==> src/rtl/csr_pol_pkg.sv <==
package csr_pol_pkg;

  typedef enum logic [2:0] {
    POL_RW     = 3'd0,
    POL_RO     = 3'd1,
    POL_RAZ    = 3'd2,
    POL_RSV_W0 = 3'd3,
    POL_RSV_WL = 3'd4
  } pol_e;

  function automatic bit bus_can_write(pol_e p, bit store);
    return (p == POL_RW) || (store && ((p == POL_RSV_W0) || (p == POL_RSV_WL)));
  endfunction

  function automatic bit per_can_write(pol_e p, bit store);
    return (p == POL_RW) || (p == POL_RO) ||
           (store && ((p == POL_RSV_W0) || (p == POL_RSV_WL)));
  endfunction

endpackage

==> src/rtl/csr_field.sv <==
module csr_field
  import csr_pol_pkg::*;
#(
  parameter int unsigned W     = 4,
  parameter pol_e        POL   = POL_RW,
  parameter bit          STORE = 1'b1,
  parameter logic [W-1:0] RST  = '0
) (
  input  logic         clk,
  input  logic         rst_n,
  input  logic         bus_we,
  input  logic [W-1:0] bus_wd,
  input  logic [W-1:0] per_mask,
  input  logic [W-1:0] per_wd,
  output logic [W-1:0] view
);

  localparam bit BUS_OK = bus_can_write(POL, STORE);
  localparam bit PER_OK = per_can_write(POL, STORE);

  logic unused_inputs;
  assign unused_inputs = ^{bus_we, bus_wd, per_mask, per_wd, clk, rst_n};

  generate
    if (PER_OK) begin : g_store
      logic [W-1:0] q;
      logic [W-1:0] q_nxt;
      logic         q_en;
      logic         bus_hit;

      assign bus_hit = BUS_OK && bus_we;

      always_comb begin
        q_nxt = q;
        if (bus_hit) q_nxt = bus_wd;
        q_nxt = (q_nxt & ~per_mask) | (per_wd & per_mask);
        q_en  = bus_hit || (|per_mask);
      end

      always_ff @(posedge clk or negedge rst_n) begin
        if (!rst_n)    q <= RST;
        else if (q_en) q <= q_nxt;
      end

      assign view = q;
    end else begin : g_const
      localparam logic [W-1:0] CONST_V = (POL == POL_RSV_WL) ? RST : '0;
      assign view = CONST_V;
    end
  endgenerate

endmodule

==> src/rtl/csr_rd_port.sv <==
module csr_rd_port #(
  parameter int unsigned DW = 32
) (
  input  logic          clk,
  input  logic          rst_n,
  input  logic          rd_stb,
  input  logic [DW-1:0] src,
  output logic [DW-1:0] rdata,
  output logic          rvalid
);

  logic [DW-1:0] rdata_nxt;
  logic          rvalid_nxt;

  always_comb begin
    rvalid_nxt = rd_stb;
    rdata_nxt  = src;
  end

  always_ff @(posedge clk or negedge rst_n) begin
    if (!rst_n) begin
      rvalid <= 1'b0;
      rdata  <= '0;
    end else begin
      rvalid <= rvalid_nxt;
      if (rd_stb) rdata <= rdata_nxt;
    end
  end

endmodule

==> src/rtl/csr_cmd_port.sv <==
module csr_cmd_port #(
  parameter int unsigned DW = 32
) (
  input  logic          clk,
  input  logic          rst_n,
  input  logic          wr_stb,
  input  logic [DW-1:0] wdata,
  output logic          cmd_valid,
  output logic [DW-1:0] cmd_data
);

  logic valid_nxt;

  always_comb valid_nxt = wr_stb;

  always_ff @(posedge clk or negedge rst_n) begin
    if (!rst_n) begin
      cmd_valid <= 1'b0;
      cmd_data  <= '0;
    end else begin
      cmd_valid <= valid_nxt;
      if (wr_stb) cmd_data <= wdata;
    end
  end

endmodule

==> src/rtl/csr_policy_reg.sv <==
module csr_policy_reg
  import csr_pol_pkg::*;
#(
  parameter int unsigned DW     = 32,
  parameter int unsigned NF     = 7,
  parameter int unsigned FLD_LSB [NF] = '{0, 8, 12, 16, 20, 24, 28},
  parameter int unsigned FLD_WID [NF] = '{8, 4, 4, 4, 4, 4, 4},
  parameter pol_e        FLD_POL [NF] = '{POL_RW, POL_RO, POL_RAZ, POL_RSV_W0,
                                          POL_RSV_WL, POL_RSV_WL, POL_RSV_W0},
  parameter logic [NF-1:0] FLD_STORE = 7'b0011011,
  parameter logic [DW-1:0] RST_WORD  = 32'h096003A5,
  parameter bit          ALIAS  = 1'b0
) (
  input  logic          clk,
  input  logic          rst_n,
  input  logic          bus_wr_i,
  input  logic          bus_rd_i,
  input  logic [DW-1:0] bus_wdata_i,
  output logic [DW-1:0] bus_rdata_o,
  output logic          bus_rvalid_o,
  input  logic [DW-1:0] per_wmask_i,
  input  logic [DW-1:0] per_wdata_i,
  output logic [DW-1:0] reg_q_o,
  input  logic [DW-1:0] sts_i,
  output logic          cmd_valid_o,
  output logic [DW-1:0] cmd_data_o
);

  logic [DW-1:0] view_w;
  logic [DW-1:0] raz_mask;
  logic [DW-1:0] ro_mask;
  logic [DW-1:0] rd_src;
  logic          field_we;

  // Field array: one policy slice per entry of the parameter tables.
  generate
    for (genvar f = 0; f < NF; f++) begin : g_fld
      localparam int unsigned L = FLD_LSB[f];
      localparam int unsigned W = FLD_WID[f];

      csr_field #(
        .W     (W),
        .POL   (FLD_POL[f]),
        .STORE (FLD_STORE[f]),
        .RST   (RST_WORD[L +: W])
      ) u_fld (
        .clk      (clk),
        .rst_n    (rst_n),
        .bus_we   (field_we),
        .bus_wd   (bus_wdata_i[L +: W]),
        .per_mask (per_wmask_i[L +: W]),
        .per_wd   (per_wdata_i[L +: W]),
        .view     (view_w[L +: W])
      );

      assign raz_mask[L +: W] = {W{FLD_POL[f] == POL_RAZ}};
      assign ro_mask[L +: W]  = {W{FLD_POL[f] == POL_RO}};
    end
  endgenerate

  assign reg_q_o = view_w;

  // Mode select: plain register or split status/command pair.
  generate
    if (ALIAS) begin : g_alias
      assign field_we = 1'b0;
      assign rd_src   = sts_i;

      csr_cmd_port #(.DW(DW)) u_cmd (
        .clk       (clk),
        .rst_n     (rst_n),
        .wr_stb    (bus_wr_i),
        .wdata     (bus_wdata_i),
        .cmd_valid (cmd_valid_o),
        .cmd_data  (cmd_data_o)
      );
    end else begin : g_plain
      logic unused_sts;
      assign unused_sts  = ^sts_i;
      assign field_we    = bus_wr_i;
      assign rd_src      = view_w;
      assign cmd_valid_o = 1'b0;
      assign cmd_data_o  = '0;
    end
  endgenerate

  csr_rd_port #(.DW(DW)) u_rd (
    .clk    (clk),
    .rst_n  (rst_n),
    .rd_stb (bus_rd_i),
    .src    (rd_src),
    .rdata  (bus_rdata_o),
    .rvalid (bus_rvalid_o)
  );

endmodule

==> config.mk <==
export PLATFORM = sky130hd
export DESIGN_NAME = csr_policy_reg
export DESIGN_NICKNAME = d
export VERILOG_FILES = /design/src/rtl/csr_pol_pkg.sv /design/src/rtl/csr_field.sv /design/src/rtl/csr_rd_port.sv /design/src/rtl/csr_cmd_port.sv /design/src/rtl/csr_policy_reg.sv
export SDC_FILE = /design/constraint.sdc
export NUM_CORES = 1
export LEC_CHECK = 0
export CORE_MARGIN = 1
export CORE_UTILIZATION = 29
export DETAILED_ROUTE_END_ITERATION = 10
export PLACE_DENSITY = 0.8
export SYNTH_ARGS = -nofsm -noshare
export SYNTH_HDL_FRONTEND = slang
export SYNTH_HIERARCHICAL = 1
export SYNTH_SLANG_ARGS = --single-unit
==> constraint.sdc <==
create_clock -name clk -period 0.8 [get_ports clk]
set_input_delay 0.08 -clock clk [delete_from_list [all_inputs] [get_ports clk]]
set_output_delay 0.08 -clock clk [all_outputs]
set_load 0.05 [all_outputs]
# [After elaboration in Yosys (flattened, before gate mapping)]
# Index checks and enable logic that the tools add are counted.
[totals] regBits=42 out_inout_bits=98
[op_classes] bitwise_logic=16 muxes=3 reduce_logical=7
[ops] cell="$and A4 B4 Y4" n=6
[ops] cell="$and A8 B8 Y8" n=2
[ops] cell="$not A4 Y4" n=3
[ops] cell="$or A4 B4 Y4" n=3
[ops] cell="$reduce_or A4 Y1" n=3
[ops] cell="$mux W4" n=2
[ops] cell="$mux W8" n=1
[ops] cell="$not A8 Y8" n=1
[ops] cell="$or A8 B8 Y8" n=1
[ops] cell="$reduce_or A8 Y1" n=1
[ops] cell="$logic_or A1 B1 Y1" n=3

# [Longest topological paths before layout]
# Gate-level depths: netlist of the first run.
[depth] word_depth=3 ltp_mapped=3 ltp_nobuf=2

# [Modules after synthesis]
# Netlist of the first run, hierarchy kept.
[by_module_without_submodules] module="csr_rd_port" cells_each=69 instances=1 area_each_um2=1370.1
[by_module_without_submodules] module="csr_field (g_fld[0].u_fld)" cells_each=33 instances=1 area_each_um2=366.6
[by_module_without_submodules] module="csr_policy_reg" cells_each=34 instances=1 area_each_um2=251.5
[by_module_without_submodules] module="csr_field (g_fld[4].u_fld)" cells_each=17 instances=1 area_each_um2=188.9
[by_module_without_submodules] module="csr_field (g_fld[3].u_fld)" cells_each=17 instances=1 area_each_um2=186.4
[by_module_without_submodules] module="csr_field (g_fld[1].u_fld)" cells_each=8 instances=1 area_each_um2=162.7
[by_module_without_submodules] module="csr_field (g_fld[2].u_fld ...)" cells_each=5 instances=2 area_each_um2=33.8
[by_module_without_submodules] module="csr_field (g_fld[5].u_fld)" cells_each=6 instances=1 area_each_um2=37.5

# [Worst setup path before layout of the first run]
# No wires, ideal clock.
[synth_path] path_type="register to register" startpoint="register with a tool-made name" endpoint="register with a tool-made name" arrival_time_ps=880 setup_time_ps=125 t_required_ps=675 period_less_slack_ps=1006 path_stages_with_launch=2 path_slack_ps=-206 cell_sequence="dfrtp_1 > mux2_4"

==> flow_summary.ini, run 1 <==
[status]
status = complete, but fails checks
failed_checks = setup timing

[sta]
min_period_over_period_pct = 137.6
finalHoldViolations = 0
setup_viol = 100
timing.final.ws_setup_ps = -300.7
final_period_minus_worst_setup_slack_ps = 1101
achievable-frequency_mhz = 908.5
rsz_0062_raised_after_global_routing = yes
skew_ps = 8.019
maxSlewViolCount = 0

[floorplan]
die_area_sq_um = 9459
initial_core_util_pct = 30.03
die_width_microns = 97.26
coreArea_sq_um = 8763
boundaryPins = 230
die_height_microns = 97.26
rows = 34

[job]
cap_violations = 0

[global_route]
grt_antenna_before_repair = 0
largest_net_degree_at_the_start_of_global_routing = 35
wire_length_of_the_first_global_routing_pass_microns = 10980
number_of_global_route_vias_before_repair = 2162
gr-usage-all-layers_pct = 14.68
overflow = 0

[place]
dpl.hpwl_microns = 5049
post-place-cells = 450
place.port_buffers = 112
routabilityCongestion = 0.7315

[synth]
yosysWarnings = 6
synth_top_cells_by_area = dfrtp_1 43%, mux2_4 19%, buf_4 13%
synth_sequential_area_ratio_pct = 50.78
flip_flop_and_latch_count_after_synthesis = 53
post_synth_top_area_cell = dfrtp_1
syn-cell-area_sq_um = 2631
synth.distinct_cells = 11
post-synth-top-area-fraction_pct = 42.80
post_synth.cell_area_avg_sq_um = 13.56
netlist_instances = 194

[clock_tree]
cts_made_buffers = 5
cts_tree = yes
level_count_of_the_clock_h_tree = 2
clkTransAtPathRegs_ps = 100
clock_sinks = 53
cts_root_buffer = clkbuf_8
ctsLongestPathBuffers = 2
clk-insertion-delay-late_ps = 300

[final_layout]
flow.area_growth_from_synthesis_pct = 99.19
drive_above_1_share_pct = 60.31
post_layout_cell_count = 491
nets = 514
antenna_cells_inserted = 0
fin_util_pct = 59.81
layout_commonest_cell = buf_6
layout_common_cells = 71 x buf_6, 57 x buf_12, 56 x clkdlybuf4s50_1

[detailed_routing]
drt_first_pass_iters = 4
route.vias.total = 2002
route.detailed.vias_per_inst = 4.077
detail_route.iter0.violations = 37
drtAntennaViolNets = 0
drc = 0
wire_per_inst_microns = 14.05
wirelength_microns = 6897

[worst_setup_path]
timing.critical_path.depth = 1
timing.critical_path.cells = buf_12
timing.critical_path.required_ps = 720
worst-r2r-setup-slack_ps = -150
critPathMaxFanout = 2
cp_slowest_cell = dfstp_2
critical_path.endpoint_type = output port
worstSetupStartpointType = flip-flop
critical_path.max_stage_delay_ps = 580
critical_path.top_delay_family = flip-flops
crit_buf_inv = 1
reg2regPathDepth = 3
timing_worst_setup_path_type = reg2out
critical_path_arrival_ps = 1020

[worst_hold_path]
worst_hold_path.endpoint = u_rd/rvalid$_DFF_PN0_
hold_path_depth = 2
hold_path.class = in2reg
min-delay-start = bus_rd_i

[pwr]
power.ir.vdd_worst_uv = 775.8
total_leakage_power_nw = 2.448
p_per_area_nw_per_um2 = 1935
-- per-stage QoR --
stage	TNS (ps)	power [mW]	hold WS [ps]	instance area (sq um)	setup WS (ps)
floorplan	-5528	5.577	-215.6	2836	-168.8
global placement	-7922	7.635	59.13	4581	-396.4
detailed placement	-8484	7.716	69.47	4581	-418.9
CTS	-18330	10.17	131.7	5170	-325.3
global route	-21200	10.54	128.6	5241	-344.2
finish	-17790	10.14	144.6	5241	-300.7
-- worst max-delay path by stage --
stage                  to  slack [ps]
2_1_floorplan   flip-flop        -170
3_3_place_gp    flip-flop        -400
3_5_place_dp    flip-flop        -420
4_1_cts        reg_q_o[5]        -330
5_1_grt        reg_q_o[7]        -340
6_report       reg_q_o[7]        -300
-- metal layers --
layer  vias up  wire length [microns]  global-route usage (%)
met2        97                   3800                   28.22
met3         6                    414                   3.309
met5         -                      0                       0
met1       967                   2618                   16.21
li1        932                      -                       -
met4         0                     63                   3.507
-- area by class of cell --
class | instances | area (sq um)
clock buffer | 6 | 82.58
clock inverter | 2 | 37.54
fill | 678 | 3522
multi-input combinational | 129 | 1002
sequential | 53 | 1391
tap | 108 | 135.1
timing repair buffer | 193 | 2592
-- repair_timing --
item	4_1_cts	5_1_grt
hold buffers	1	0
gates resized for setup	63	24
gates cloned	1	0
endpoints found under the hold margin	51	0
setup buffers	26	21
setup endpoints to repair	79	104
pin swaps	5	8
-- power by group --
group / leakage, nW / total, mW / internal, mW / switching, mW
clock: 0.0574 / 1.90 / 1.02 / 0.877
combinational: 1.82 / 4.90 / 2.60 / 2.31
sequential: 0.573 / 3.34 / 3.06 / 0.281
total: 2.45 / 10.1 / 6.68 / 3.46
-- logic make-up (layout without fill, tap and decap cells) --
| group | after synthesis | after routing | share of synthesized area (%) |
|---|---|---|---|
| other cells | 5 | 45 | 0.7133 |
| mux | 52 | 52 | 26.34 |
| simple gates | 16 | 16 | 2.283 |
| compound gates | 16 | 16 | 3.043 |
| buf+inv | 52 | 201 | 16.83 |
| flops | 53 | 53 | 50.78 |
-- cells in the mapped netlist --
master    n
mux2i_1  16
dfstp_2   8
mux2_2    2
buf_4    45
mux2_4   34
buf_12    3
buf_6     4
dfrtp_1  45
nand2_1  16
o21ai_1  16
conb_1    5
No activity file was read; power rests on OpenSTA's default activity.
==> inputs of run 2 (changes only) <==
--- a/config.mk
+++ b/config.mk
@@ -5,8 +5,11 @@
 export SDC_FILE = /design/constraint.sdc
 export NUM_CORES = 1
 export LEC_CHECK = 0
+export CELL_PAD_IN_SITES_DETAIL_PLACEMENT = 1
+export CELL_PAD_IN_SITES_GLOBAL_PLACEMENT = 2
 export CORE_MARGIN = 1
-export CORE_UTILIZATION = 29
+export CORE_UTILIZATION = 16
+export CTS_CLUSTER_DIAMETER = 80
 export DETAILED_ROUTE_END_ITERATION = 10
 export PLACE_DENSITY = 0.8
 export SYNTH_ARGS = -nofsm -noshare
==> run 2 against run 1 <==
Effect of this change:
- the flow still finishes with violations (setup timing)
- wire length increased by 24%
- utilization decreased by 26 points
- fmax increased by 0.97%
- die area increased by 79%
- clock skew decreased by 6.6 ps
- via count increased by 0.40%
- first-iteration DRC count decreased by 8.1%
- final cell count increased by 22%
- setup slack improved by 11 ps
- sequential share of layout area decreased by 0.96 points
- clock power increased by 37%
- critical path depth unchanged
==> flow_summary.ini, run 2 (same netlist as run 1, synthesis figures left out) <==
[clock_tree]
level_count_of_the_clock_h_tree = 2
cts_tree = yes
ctsLongestPathBuffers = 2
cts_made_buffers = 5
clk-insertion-delay-late_ps = 300
clkTransAtPathRegs_ps = 70
cts_root_buffer = clkbuf_16
clock_sinks = 53

[final_layout]
layout_common_cells = 69 x buf_6, 57 x buf_12, 56 x clkdlybuf4s50_1
layout_commonest_cell = buf_6
drive_above_1_share_pct = 60.94
nets = 515
postLayoutCellArea_sq_um = 5439
flow.area_growth_from_synthesis_pct = 106.7
antenna_cells_inserted = 0
post_layout_cell_count = 600

[worst_hold_path]
hold_path.class = in2async

[worst_setup_path]
critical_path.endpoint_type = output port
crit_buf_inv = 1
timing_worst_setup_path_type = reg2out
worstSetupStartpointType = flip-flop
critical_path.max_stage_delay_ps = 570
cp_slowest_cell = dfstp_2
critPathMaxFanout = 2
critical_path_arrival_ps = 1010
timing.critical_path.cells = buf_12
critical_path.top_delay_family = flip-flops
timing.critical_path.required_ps = 720

[pwr]
total_leakage_power_nw = 2.474
power.ir.vdd_worst_uv = 1067
p_per_area_nw_per_um2 = 2005

[detailed_routing]
drtAntennaViolNets = 0
route.vias.total = 2010
wirelength_microns = 8519
drc = 0
drt_first_pass_iters = 2
wire_per_inst_microns = 14.20
detail_route.iter0.violations = 34
route.detailed.vias_per_inst = 3.350

[sta]
rsz_0062_raised_after_global_routing = yes
setup_viol = 94
achievable-frequency_mhz = 917.3
min_period_over_period_pct = 136.3
finalHoldViolations = 0
final_period_minus_worst_setup_slack_ps = 1090
maxSlewViolCount = 0
timing.final.ws_setup_ps = -290.1
skew_ps = 1.459
fin_hold_ws_ps = 161.6
setup-tns-final_ps = -17230

[global_route]
grt_antenna_before_repair = 0
number_of_global_route_vias_before_repair = 2264
gr-usage-all-layers_pct = 10.08
wire_length_of_the_first_global_routing_pass_microns = 12510
largest_net_degree_at_the_start_of_global_routing = 27
overflow = 0

[job]
cap_violations = 0

[place]
post-place-cells = 561
place.port_buffers = 112
routabilityCongestion = 0.6605
dpl.hpwl_microns = 6165
detailed_place.area_sq_um = 4738

[floorplan]
die_area_sq_um = 16960
initial_core_util_pct = 16.50
rows = 46
die_width_microns = 130.2
die_height_microns = 130.2
boundaryPins = 230
coreArea_sq_um = 15940

[status]
failed_checks = setup timing
status = complete, but fails checks
==> run 2: power breakdown <==
group / switching, mW / internal, mW / leakage [nW]
Combinational: 2.36 / 2.61 / 1.82
Sequential: 0.276 / 3.06 / 0.573
Clock: 1.04 / 1.56 / 0.0831
Total: 3.67 / 7.24 / 2.47
==> run 2: worst paths after layout <==
check	startpoint	endpoint	slack, ps	cells past startpoint
min in group clk	bus_rd_i	u_rd/rvalid$_DFF_PN0_	170	2
worst max register to register	flip-flop	u_rd/rdata[8]$_DFFE_PN0P_	-190	3
worst min register to register	u_rd/rdata[21]$_DFFE_PN0P_	u_rd/rdata[21]$_DFFE_PN0P_	530	1
worst max-delay path	flip-flop	reg_q_o[2]	-290	1
max in group asynchronous	rst_n	async pin	160	3
worst min-delay path	rst_n	async pin	160	2
==> run 2: routing by layer <==
metal | global-route usage (%) | vias to the layer above | wire length, microns
met4 | 3.215 | 0 | 88
met2 | 18.52 | 89 | 4577
met5 | 0 | - | 0
li1 | - | 932 | -
met3 | 2.870 | 7 | 581
met1 | 11.11 | 982 | 3272
==> run 2: metrics by stage <==
step | utilization (%) | total power, mW | worst slack [ps]
2_1_floorplan | - | 5.577 | -168.8
3_3_place_gp | 29.72 | 7.697 | -400.5
3_5_place_dp | 29.72 | 7.788 | -448.1
4_1_cts | 33.79 | 11.01 | -302.0
5_1_grt | 34.12 | 11.37 | -328.3
6_report | 34.12 | 10.91 | -290.1
==> run 2: cell type report <==
type	count	area [sq um]
clock buffer	6	138.9
clock inverter	2	37.54
fill	1703	10500
multi-input combinational	129	1006
sequential	53	1391
tap	216	270.3
timing repair buffer	194	2595
==> run 2: timing repair <==
item	in CTS	in global routing
hold endpoints to repair	45	0
gates resized for setup	63	19
endpoints found under the setup margin	77	102
hold buffers	1	0
pin swaps	7	6
setup buffers	27	11
gates cloned	1	0
